$ cat config.mk
export PLATFORM = sky130hd
export DESIGN_NAME = cyc_map_ctrl
export DESIGN_NICKNAME = d
export VERILOG_FILES = /design/src/rtl/cmc_pkg.sv /design/src/rtl/cmc_map_table.sv /design/src/rtl/cmc_validator.sv /design/src/rtl/cyc_map_ctrl.sv
export SDC_FILE = /design/constraint.sdc
export NUM_CORES = 2
export LEC_CHECK = 0
export BUFFER_PORTS_ARGS = -buffer_cell sky130_fd_sc_hd__buf_4
export CAP_MARGIN = 20
export CORE_MARGIN = 2
export CORE_UTILIZATION = 55
export CTS_CLUSTER_DIAMETER = 150
export CTS_CLUSTER_SIZE = 28
export DETAILED_ROUTE_END_ITERATION = 12
export PLACE_DENSITY = 0.72
export REMOVE_ABC_BUFFERS = 1
export SETUP_SLACK_MARGIN = 0.15
export SLEW_MARGIN = 20
export SYNTH_ARGS = -nofsm -noshare
export SYNTH_HDL_FRONTEND = slang
export SYNTH_SLANG_ARGS = --single-unit
$ cat constraint.sdc
create_clock -name clk -period 33.1 [get_ports clk]
set_input_delay 3.31 -clock clk [delete_from_list [all_inputs] [get_ports clk]]
set_output_delay 3.31 -clock clk [all_outputs]
set_load 0.02 [all_outputs]
$ cat src/rtl/cmc_pkg.sv
package cmc_pkg;

    // Register map of the communication-state block
    localparam logic [11:0] ADDR_STATE   = 12'h640;
    localparam logic [11:0] ADDR_RX_BASE = 12'h650;
    localparam logic [11:0] ADDR_TX_BASE = 12'h660;

    // Values accepted by the state register
    localparam logic [31:0] STATE_VAL_CONFIG = 32'd1;
    localparam logic [31:0] STATE_VAL_CYCLIC = 32'd2;

    // Error codes returned on refused writes
    localparam logic [31:0] ERR_UNSUPPORTED = 32'h0601_0000;
    localparam logic [31:0] ERR_NO_REGISTER = 32'h0602_0000;
    localparam logic [31:0] ERR_NOT_MAPPABLE = 32'h0604_0041;
    localparam logic [31:0] ERR_OVER_BUDGET = 32'h0604_0042;
    localparam logic [31:0] ERR_GENERAL     = 32'h0800_0000;
    localparam logic [31:0] ERR_INDEX_GAP   = 32'h0801_0000;

    localparam logic [15:0] DICT_MAX_ADDR = 16'h07FF;

    typedef enum logic {
        ST_CONFIG = 1'b0,
        ST_CYCLIC = 1'b1
    } comm_state_e;

    typedef struct packed {
        logic [15:0] size;
        logic [15:0] addr;
    } map_entry_t;

endpackage

$ cat src/rtl/cmc_map_table.sv
module cmc_map_table
    import cmc_pkg::*;
#(
    parameter int N_ENT = 15,
    parameter int IDX_W = $clog2(N_ENT + 1)
) (
    input  logic                         clk,
    input  logic                         rst_n,
    input  logic                         wr_en,
    input  logic [IDX_W-1:0]             wr_idx,
    input  map_entry_t                   wr_entry,
    input  logic [IDX_W-1:0]             rd_idx,
    output map_entry_t                   rd_entry,
    output logic [N_ENT-1:0]             vld_o,
    output map_entry_t [N_ENT-1:0]       ent_o
);

    typedef struct packed {
        map_entry_t [N_ENT-1:0] ent;
        logic [N_ENT-1:0]       vld;
    } tbl_t;

    tbl_t tbl_d, tbl_q;

    function automatic logic idx_in_range(input logic [IDX_W-1:0] idx);
        return (idx != '0) && (int'(idx) <= N_ENT);
    endfunction

    always_comb begin
        tbl_d = tbl_q;
        if (wr_en && idx_in_range(wr_idx)) begin
            tbl_d.ent[wr_idx - IDX_W'(1)] = wr_entry;
            tbl_d.vld[wr_idx - IDX_W'(1)] = 1'b1;
        end
    end

    always_ff @(posedge clk or negedge rst_n) begin
        if (!rst_n) begin
            tbl_q <= '0;
        end else begin
            tbl_q <= tbl_d;
        end
    end

    always_comb begin
        rd_entry = '0;
        if (idx_in_range(rd_idx) && tbl_q.vld[rd_idx - IDX_W'(1)]) begin
            rd_entry = tbl_q.ent[rd_idx - IDX_W'(1)];
        end
    end

    assign vld_o = tbl_q.vld;
    assign ent_o = tbl_q.ent;

    // the controller only ever stores sizes that are even and nonzero
    p_even_size_r4: assert property (@(posedge clk) disable iff (!rst_n)
        wr_en |-> (wr_entry.size[0] == 1'b0 && wr_entry.size != 16'd0));

endmodule

$ cat src/rtl/cmc_validator.sv
module cmc_validator
    import cmc_pkg::*;
#(
    parameter int N_ENT     = 15,
    parameter int MAX_WORDS = 32,
    parameter int IDX_W     = $clog2(N_ENT + 1),
    parameter int SUM_W     = $clog2(N_ENT * 2 * MAX_WORDS + 1)
) (
    input  logic [N_ENT-1:0]       vld,
    input  map_entry_t [N_ENT-1:0] ent,
    input  logic [IDX_W-1:0]       count,
    output logic                   gap,
    output logic                   over,
    output logic [SUM_W-1:0]       words
);

    logic [SUM_W-1:0] bytes_sum;

    always_comb begin
        gap       = 1'b0;
        bytes_sum = '0;
        for (int i = 0; i < N_ENT; i++) begin
            if (i < int'(count)) begin
                if (!vld[i]) begin
                    gap = 1'b1;
                end
                bytes_sum = bytes_sum + SUM_W'(ent[i].size);
            end
        end
        words = bytes_sum >> 1;
        over  = int'(words) > MAX_WORDS;
    end

endmodule

$ cat src/rtl/cyc_map_ctrl.sv
module cyc_map_ctrl
    import cmc_pkg::*;
#(
    parameter int N_ENT           = 15,
    parameter int MAX_WORDS       = 32,
    parameter int CFG_FRAME_WORDS = 6
) (
    input  logic        clk,
    input  logic        rst_n,
    input  logic        wr_valid,
    input  logic [11:0] wr_addr,
    input  logic [31:0] wr_data,
    input  logic        reply_sent,
    output logic [10:0] dict_addr,
    input  logic        dict_hit,
    input  logic [15:0] dict_bytes,
    input  logic        map_dir,
    input  logic [3:0]  map_idx,
    output logic [15:0] map_addr,
    output logic [15:0] map_bytes,
    output logic        cyclic_mode,
    output logic [5:0]  rx_words,
    output logic [5:0]  tx_words,
    output logic [5:0]  frame_words,
    output logic        resp_valid,
    output logic        resp_err,
    output logic [31:0] resp_code
);

    localparam int N_DIR     = 2;
    localparam int IDX_W     = $clog2(N_ENT + 1);
    localparam int SUM_W     = $clog2(N_ENT * 2 * MAX_WORDS + 1);
    localparam int CW_W      = $clog2(MAX_WORDS + 1);
    localparam int FW_W      = $clog2(CFG_FRAME_WORDS + MAX_WORDS + 1);
    localparam int MAX_BYTES = 2 * MAX_WORDS;

    typedef struct packed {
        comm_state_e                state;
        logic                       pend;
        comm_state_e                pend_tgt;
        logic [N_DIR-1:0][CW_W-1:0] words;
        logic [N_DIR-1:0][CW_W-1:0] pwords;
        logic [N_DIR-1:0][IDX_W-1:0] cnt;
        logic                       resp_valid;
        logic                       resp_err;
        logic [31:0]                resp_code;
    } ctl_t;

    ctl_t ctl_d, ctl_q;

    logic [N_DIR-1:0]              tbl_we;
    map_entry_t                    new_entry;
    map_entry_t [N_DIR-1:0]        rd_entry;
    logic [N_DIR-1:0]              v_gap;
    logic [N_DIR-1:0]              v_over;
    logic [N_DIR-1:0][SUM_W-1:0]   v_words;
    logic [IDX_W-1:0]              wr_idx;
    logic [IDX_W-1:0]              rd_idx;

    assign new_entry = map_entry_t'(wr_data);
    assign wr_idx    = IDX_W'(wr_addr[3:0]);
    assign rd_idx    = IDX_W'(map_idx);
    assign dict_addr = wr_data[10:0];

    // One table and one checker per direction (0 = Rx, 1 = Tx)
    for (genvar g = 0; g < N_DIR; g++) begin : g_dir
        logic [N_ENT-1:0]       vld;
        map_entry_t [N_ENT-1:0] ent;

        cmc_map_table #(
            .N_ENT (N_ENT),
            .IDX_W (IDX_W)
        ) u_table (
            .clk      (clk),
            .rst_n    (rst_n),
            .wr_en    (tbl_we[g]),
            .wr_idx   (wr_idx),
            .wr_entry (new_entry),
            .rd_idx   (rd_idx),
            .rd_entry (rd_entry[g]),
            .vld_o    (vld),
            .ent_o    (ent)
        );

        cmc_validator #(
            .N_ENT     (N_ENT),
            .MAX_WORDS (MAX_WORDS),
            .IDX_W     (IDX_W),
            .SUM_W     (SUM_W)
        ) u_check (
            .vld   (vld),
            .ent   (ent),
            .count (ctl_q.cnt[g]),
            .gap   (v_gap[g]),
            .over  (v_over[g]),
            .words (v_words[g])
        );
    end

    // Address decode
    logic        hit_state;
    logic [N_DIR-1:0] hit_blk;
    logic        idx_zero;
    logic        idx_ok;

    always_comb begin
        hit_state  = (wr_addr == ADDR_STATE);
        hit_blk[0] = (wr_addr[11:4] == ADDR_RX_BASE[11:4]);
        hit_blk[1] = (wr_addr[11:4] == ADDR_TX_BASE[11:4]);
        idx_zero   = (wr_addr[3:0] == 4'd0);
        idx_ok     = !idx_zero && (int'(wr_addr[3:0]) <= N_ENT);
    end

    function automatic logic size_bad(input logic [15:0] sz, input logic [15:0] dsz);
        return (sz != dsz) || (sz == 16'd0) || sz[0] || (int'(sz) > MAX_BYTES);
    endfunction

    always_comb begin
        logic locked;
        int   dsel;

        ctl_d            = ctl_q;
        ctl_d.resp_valid = 1'b0;
        ctl_d.resp_err   = 1'b0;
        ctl_d.resp_code  = '0;
        tbl_we           = '0;
        locked           = (ctl_q.state == ST_CYCLIC) || ctl_q.pend;
        dsel             = hit_blk[1] ? 1 : 0;

        // Deferred state switch once the reply has left
        if (ctl_q.pend && reply_sent) begin
            ctl_d.pend  = 1'b0;
            ctl_d.state = ctl_q.pend_tgt;
            ctl_d.words = (ctl_q.pend_tgt == ST_CYCLIC) ? ctl_q.pwords : '0;
        end

        if (wr_valid) begin
            if (hit_state) begin
                ctl_d.resp_valid = 1'b1;
                if (ctl_q.pend) begin
                    ctl_d.resp_err  = 1'b1;
                    ctl_d.resp_code = ERR_UNSUPPORTED;
                end else if (wr_data == STATE_VAL_CONFIG) begin
                    if (ctl_q.state == ST_CYCLIC) begin
                        ctl_d.pend     = 1'b1;
                        ctl_d.pend_tgt = ST_CONFIG;
                    end
                end else if (wr_data == STATE_VAL_CYCLIC) begin
                    if (ctl_q.state == ST_CONFIG) begin
                        if (|v_gap) begin
                            ctl_d.resp_err  = 1'b1;
                            ctl_d.resp_code = ERR_INDEX_GAP;
                        end else if (|v_over) begin
                            ctl_d.resp_err  = 1'b1;
                            ctl_d.resp_code = ERR_OVER_BUDGET;
                        end else begin
                            ctl_d.pend     = 1'b1;
                            ctl_d.pend_tgt = ST_CYCLIC;
                            for (int d = 0; d < N_DIR; d++) begin
                                ctl_d.pwords[d] = CW_W'(v_words[d]);
                            end
                        end
                    end
                end else begin
                    ctl_d.resp_err  = 1'b1;
                    ctl_d.resp_code = ERR_GENERAL;
                end
            end else if ((|hit_blk) && idx_zero) begin
                ctl_d.resp_valid = 1'b1;
                if (locked) begin
                    ctl_d.resp_err  = 1'b1;
                    ctl_d.resp_code = ERR_UNSUPPORTED;
                end else if (wr_data > 32'(N_ENT)) begin
                    ctl_d.resp_err  = 1'b1;
                    ctl_d.resp_code = ERR_NOT_MAPPABLE;
                end else begin
                    ctl_d.cnt[dsel] = IDX_W'(wr_data);
                end
            end else if ((|hit_blk) && idx_ok) begin
                ctl_d.resp_valid = 1'b1;
                if (locked) begin
                    ctl_d.resp_err  = 1'b1;
                    ctl_d.resp_code = ERR_UNSUPPORTED;
                end else if (new_entry.addr > DICT_MAX_ADDR || !dict_hit) begin
                    ctl_d.resp_err  = 1'b1;
                    ctl_d.resp_code = ERR_NO_REGISTER;
                end else if (size_bad(new_entry.size, dict_bytes)) begin
                    ctl_d.resp_err  = 1'b1;
                    ctl_d.resp_code = ERR_NOT_MAPPABLE;
                end else begin
                    tbl_we[dsel] = 1'b1;
                end
            end
        end
    end

    always_ff @(posedge clk or negedge rst_n) begin
        if (!rst_n) begin
            ctl_q <= '0;
        end else begin
            ctl_q <= ctl_d;
        end
    end

    // Outputs
    logic [CW_W-1:0] wmax;
    assign wmax        = (ctl_q.words[0] >= ctl_q.words[1]) ? ctl_q.words[0] : ctl_q.words[1];
    assign cyclic_mode = (ctl_q.state == ST_CYCLIC);
    assign rx_words    = 6'(ctl_q.words[0]);
    assign tx_words    = 6'(ctl_q.words[1]);
    assign frame_words = 6'(FW_W'(CFG_FRAME_WORDS) + (cyclic_mode ? FW_W'(wmax) : FW_W'(0)));
    assign map_addr    = rd_entry[map_dir].addr;
    assign map_bytes   = rd_entry[map_dir].size;
    assign resp_valid  = ctl_q.resp_valid;
    assign resp_err    = ctl_q.resp_err;
    assign resp_code   = ctl_q.resp_code;

    // a response only ever follows a write by one cycle
    p_resp_latency_r2: assert property (@(posedge clk) disable iff (!rst_n)
        resp_valid |-> $past(wr_valid));

    // the state only moves on the cycle after a reply strobe
    p_switch_on_reply_r8: assert property (@(posedge clk) disable iff (!rst_n)
        !$stable(cyclic_mode) |-> $past(reply_sent));

    // no cyclic words are reported in the configuration state
    p_config_zero_r10: assert property (@(posedge clk) disable iff (!rst_n)
        !cyclic_mode |-> (rx_words == '0 && tx_words == '0));

    // the word budget is never exceeded in either direction
    p_budget_r7: assert property (@(posedge clk) disable iff (!rst_n)
        (int'(rx_words) <= MAX_WORDS) && (int'(tx_words) <= MAX_WORDS));

endmodule

==> impl_metrics.py <==
metrics = {
    "worst_setup_path": {
        "cpMostUsedCell": "ha_1",
        "critPathMaxFanout": 25,
        "start_kind": "flop",
        "worst_setup_path_end_kind": "flop",
        "cp.required_ns": 33.68,
        "cp.arrival_ns": 20.56,
        "setup.worst_path.class": "flop to flop",
        "slowest_stage": "dfrtp_1",
        "cp_slowest_stage_delay_ns": 1.05,
    },
    "clock_tree": {
        "cts-root-buf": "clkbuf_16",
        "cts_buffers": 42,
        "hold_buffers": 0,
        "post_cts_resize_count": 0,
        "postCtsSetupBuffers": 0,
        "cts_tree": "built",
        "cts.sinks": 1034,
        "clkLatencyLatePin_ns": 0.69,
        "clock_path_buffers": 3,
        "clk_pin_slew_worst_paths_ns": 0.12,
        "htreeDepth": 2,
    },
    "logic_synthesis": {
        "synth_area_per_cell_um2": 11.0,
        "yosys.area_share.simple_pct": 14.0,
        "synth-async-reset-ratio_pct": 100,
        "synth_top_family_by_area": "multiplexers",
        "netlist_top_cells_count": "1034 x dfrtp_1, 507 x mux2_2, 506 x nor2b_1",
        "synth-edff-count": 0,
        "synth_compound_area_share_pct": 10.5,
        "yosysSeqAreaShare_pct": 42.1,
        "synth_top_area_share_pct": 42.1,
        "synthCells": 5571,
        "synth_top_area_cell": "dfrtp_1",
        "syn-cell-area_um2": 61400,
        "yosys.cell_count.top_type": "dfrtp_1",
        "synth_mux_area_share_pct": 20.5,
        "yosysWarningCount": 0,
        "yosys.area_share.adder_pct": 6.17,
        "synth.area.top_cells": "dfrtp_1 42%, mux4_2 9.7%, mux2_2 9.3%, ha_1 5.3%, nor2b_1 5.2%",
        "synth_xor_area_share_pct": 2.97,
        "ys.flop_type": "dfrtp_1",
        "synthDistinctLibCells": 95,
        "synth-seq-cells": 1034,
    },
    "floorplan": {
        "die_area_um2": 114000,
        "design.portCount": 166,
        "initial_core_util_pct": 55.5,
        "row_count": 122,
        "die_width_um": 338,
        "chipHeight_um": 338,
        "core_um2": 111000,
    },
    "route": {
        "dr.pass1.iters": 8,
        "vias": 44400,
        "routed_via_density": 6.38,
        "drc": 0,
        "drt_iter0_drc": 4302,
        "ant_nets": 0,
        "drt_wl_total_mm": 178,
        "avgRoutedWirePerCell_um": 25.5,
    },
    "place": {
        "dp_hpwl_mm": 120,
        "placement.cell_area_um2": 63700,
        "io_buffers": 142,
        "place_congestion": 0.981,
    },
    "global_route": {
        "grtUsageTotal_pct": 31.0,
        "grt_max_degree": 152,
        "grt_pass1_vias": 44000,
        "grt_pass1_wl_mm": 273,
        "overflow": 0,
        "antenna_found_initial": 8,
    },
    "final_layout": {
        "finalInstanceArea_um2": 64900,
        "layout-drive-gt1-share_pct": 21.7,
        "fin_nets": 5828,
        "synthToLayoutAreaGrowth_pct": 5.61,
    },
    "sta": {
        "slew_viol_final": 0,
        "timing.setup.tns_ns": 0,
        "max_freq_mhz": 50.0,
        "whs_ns": 0.505,
        "finalCritPeriodShare_pct": 60.4,
        "rsz0062_at_grt": "no",
        "slew_headroom_pct": 19.9,
        "period_minus_slack_ns": 19.99,
        "hold_violations": 0,
        "worstMarginPinSlew_ns": 1.19,
        "setup_viol": 0,
        "fin_skew_ns": 0.0199,
    },
    "min_path": {
        "hp-class": "flop to flop",
    },
    "flow_run": {
        "drv_cap": 0,
    },
    "power": {
        "ir_worst_vdd_v": 0.0000374,
        "leakage_nw": 31.9,
        "p_per_area_nw_per_um2": 31.4,
        "power.total_w": 0.00204,
    },
    "outcome": {
        "status": "completed",
    },
}
-- power by group --
part | switching [W] | internal (W)
Combinational | 0.0000920 | 0.0000344
Sequential | 0.00000000861 | 0.00126
Clock | 0.000407 | 0.000241
-- worst paths after layout --
kind / from / end / slack (ns) / cells past startpoint
max in group asynchronous: rst_n / g_dir[1].u_table.ent_o[255] / 26.75 / 5
max reg2reg: ctl_q[36] / ctl_q[46] / 13.11 / 82
min reg2reg: g_dir[1].u_table.vld_o[12] / g_dir[1].u_table.vld_o[12] / 0.51 / 1
min: g_dir[1].u_table.vld_o[12] / g_dir[1].u_table.vld_o[12] / 0.51 / 1
max: ctl_q[36] / ctl_q[46] / 13.11 / 82
min in group asynchronous: rst_n / g_dir[0].u_table.ent_o[11] / 2.65 / 1
-- stage by stage --
step / setup slack (ns) / utilization [%] / std cells
3_5_place_dp: 13.47 / 57.5 / 6915
4_1_cts: 13.36 / 58.6 / 6961
3_3_place_gp: 13.82 / 57.5 / 6915
2_1_floorplan: 16.17 / - / 5204
6_report: 13.11 / 58.6 / 6964
5_1_grt: 11.89 / 58.6 / 6962
-- worst max-delay path, delay by kind of cell, from the launching register on --
family	cells	cell delay (ns)
mux	3	0.86
simple gates	23	4.43
fa+ha+maj	15	5.12
buf+inv	5	0.53
xor+xnor	9	1.66
flops	1	1.05
compound gates	27	6.19
-- cell usage in the layout (no fill, tap or decap), drive strengths merged, types with 21 or more instances in the layout --
cell type  Yosys  layout
nand3         69      69
nor2         281     281
and2          40      40
a211oi        24      24
o21ai        268     268
xnor2        125     125
o211ai        29      29
a22o          39      39
a21oi        210     210
nor3          62      62
fa            28      28
a21o          71      71
dfrtp       1034    1034
or2           50      50
or3           43      43
mux2         511     511
a31oi         40      40
nor2b        506     506
nand2        431     431
xor2          68      68
ha           258     258
nand2b        56      56
inv          156     156
nor4          22      22
a21boi        21      21
mux4         264     264
a31o          33      33
o31ai         23      23
conb           1      23
clkbuf       286      44
nand4         24      24
mux2i         87      87
o22ai         23      23
buf          103     224
o21a          57      57
-- logic make-up after synthesis --
kind of cell,count (synthesis)
xor+xnor,199
other cells,1
simple gates,1661
compound gates,980
flops,1034
mux,862
fa+ha+maj,286
buf+inv,548
-- registers in the layout (all words and copies together) (netlist names) --
name and count:
ctl_q 22, tx_words 6, resp_code 7, resp_err 1, cyclic_mode 1, g_dir.u_table.vld_o 30
resp_valid 1, g_dir.u_table.ent_o 960, rx_words 6
-- layer usage --
layer / GRT usage, % / routed length [µm]
met1: 43.4 / 74700
met2: 47.5 / 79700
met3: 6.85 / 16200
met4: 11.3 / 6900
met5: 0 / 40
-- layout make-up --
type                            instances  area (µm²)
Antenna cell                            2        5.00
Clock buffer                           44        1090
Clock inverter                          2        60.1
Fill cell                            9190       45800
Inverter                              159         602
Multi-Input combinational cell       4011       33600
Sequential cell                      1034       25900
Tap cell                             1488        1860
Timing Repair Buffer                  224        1770
Note: power is estimated with default switching activity, not from simulation.
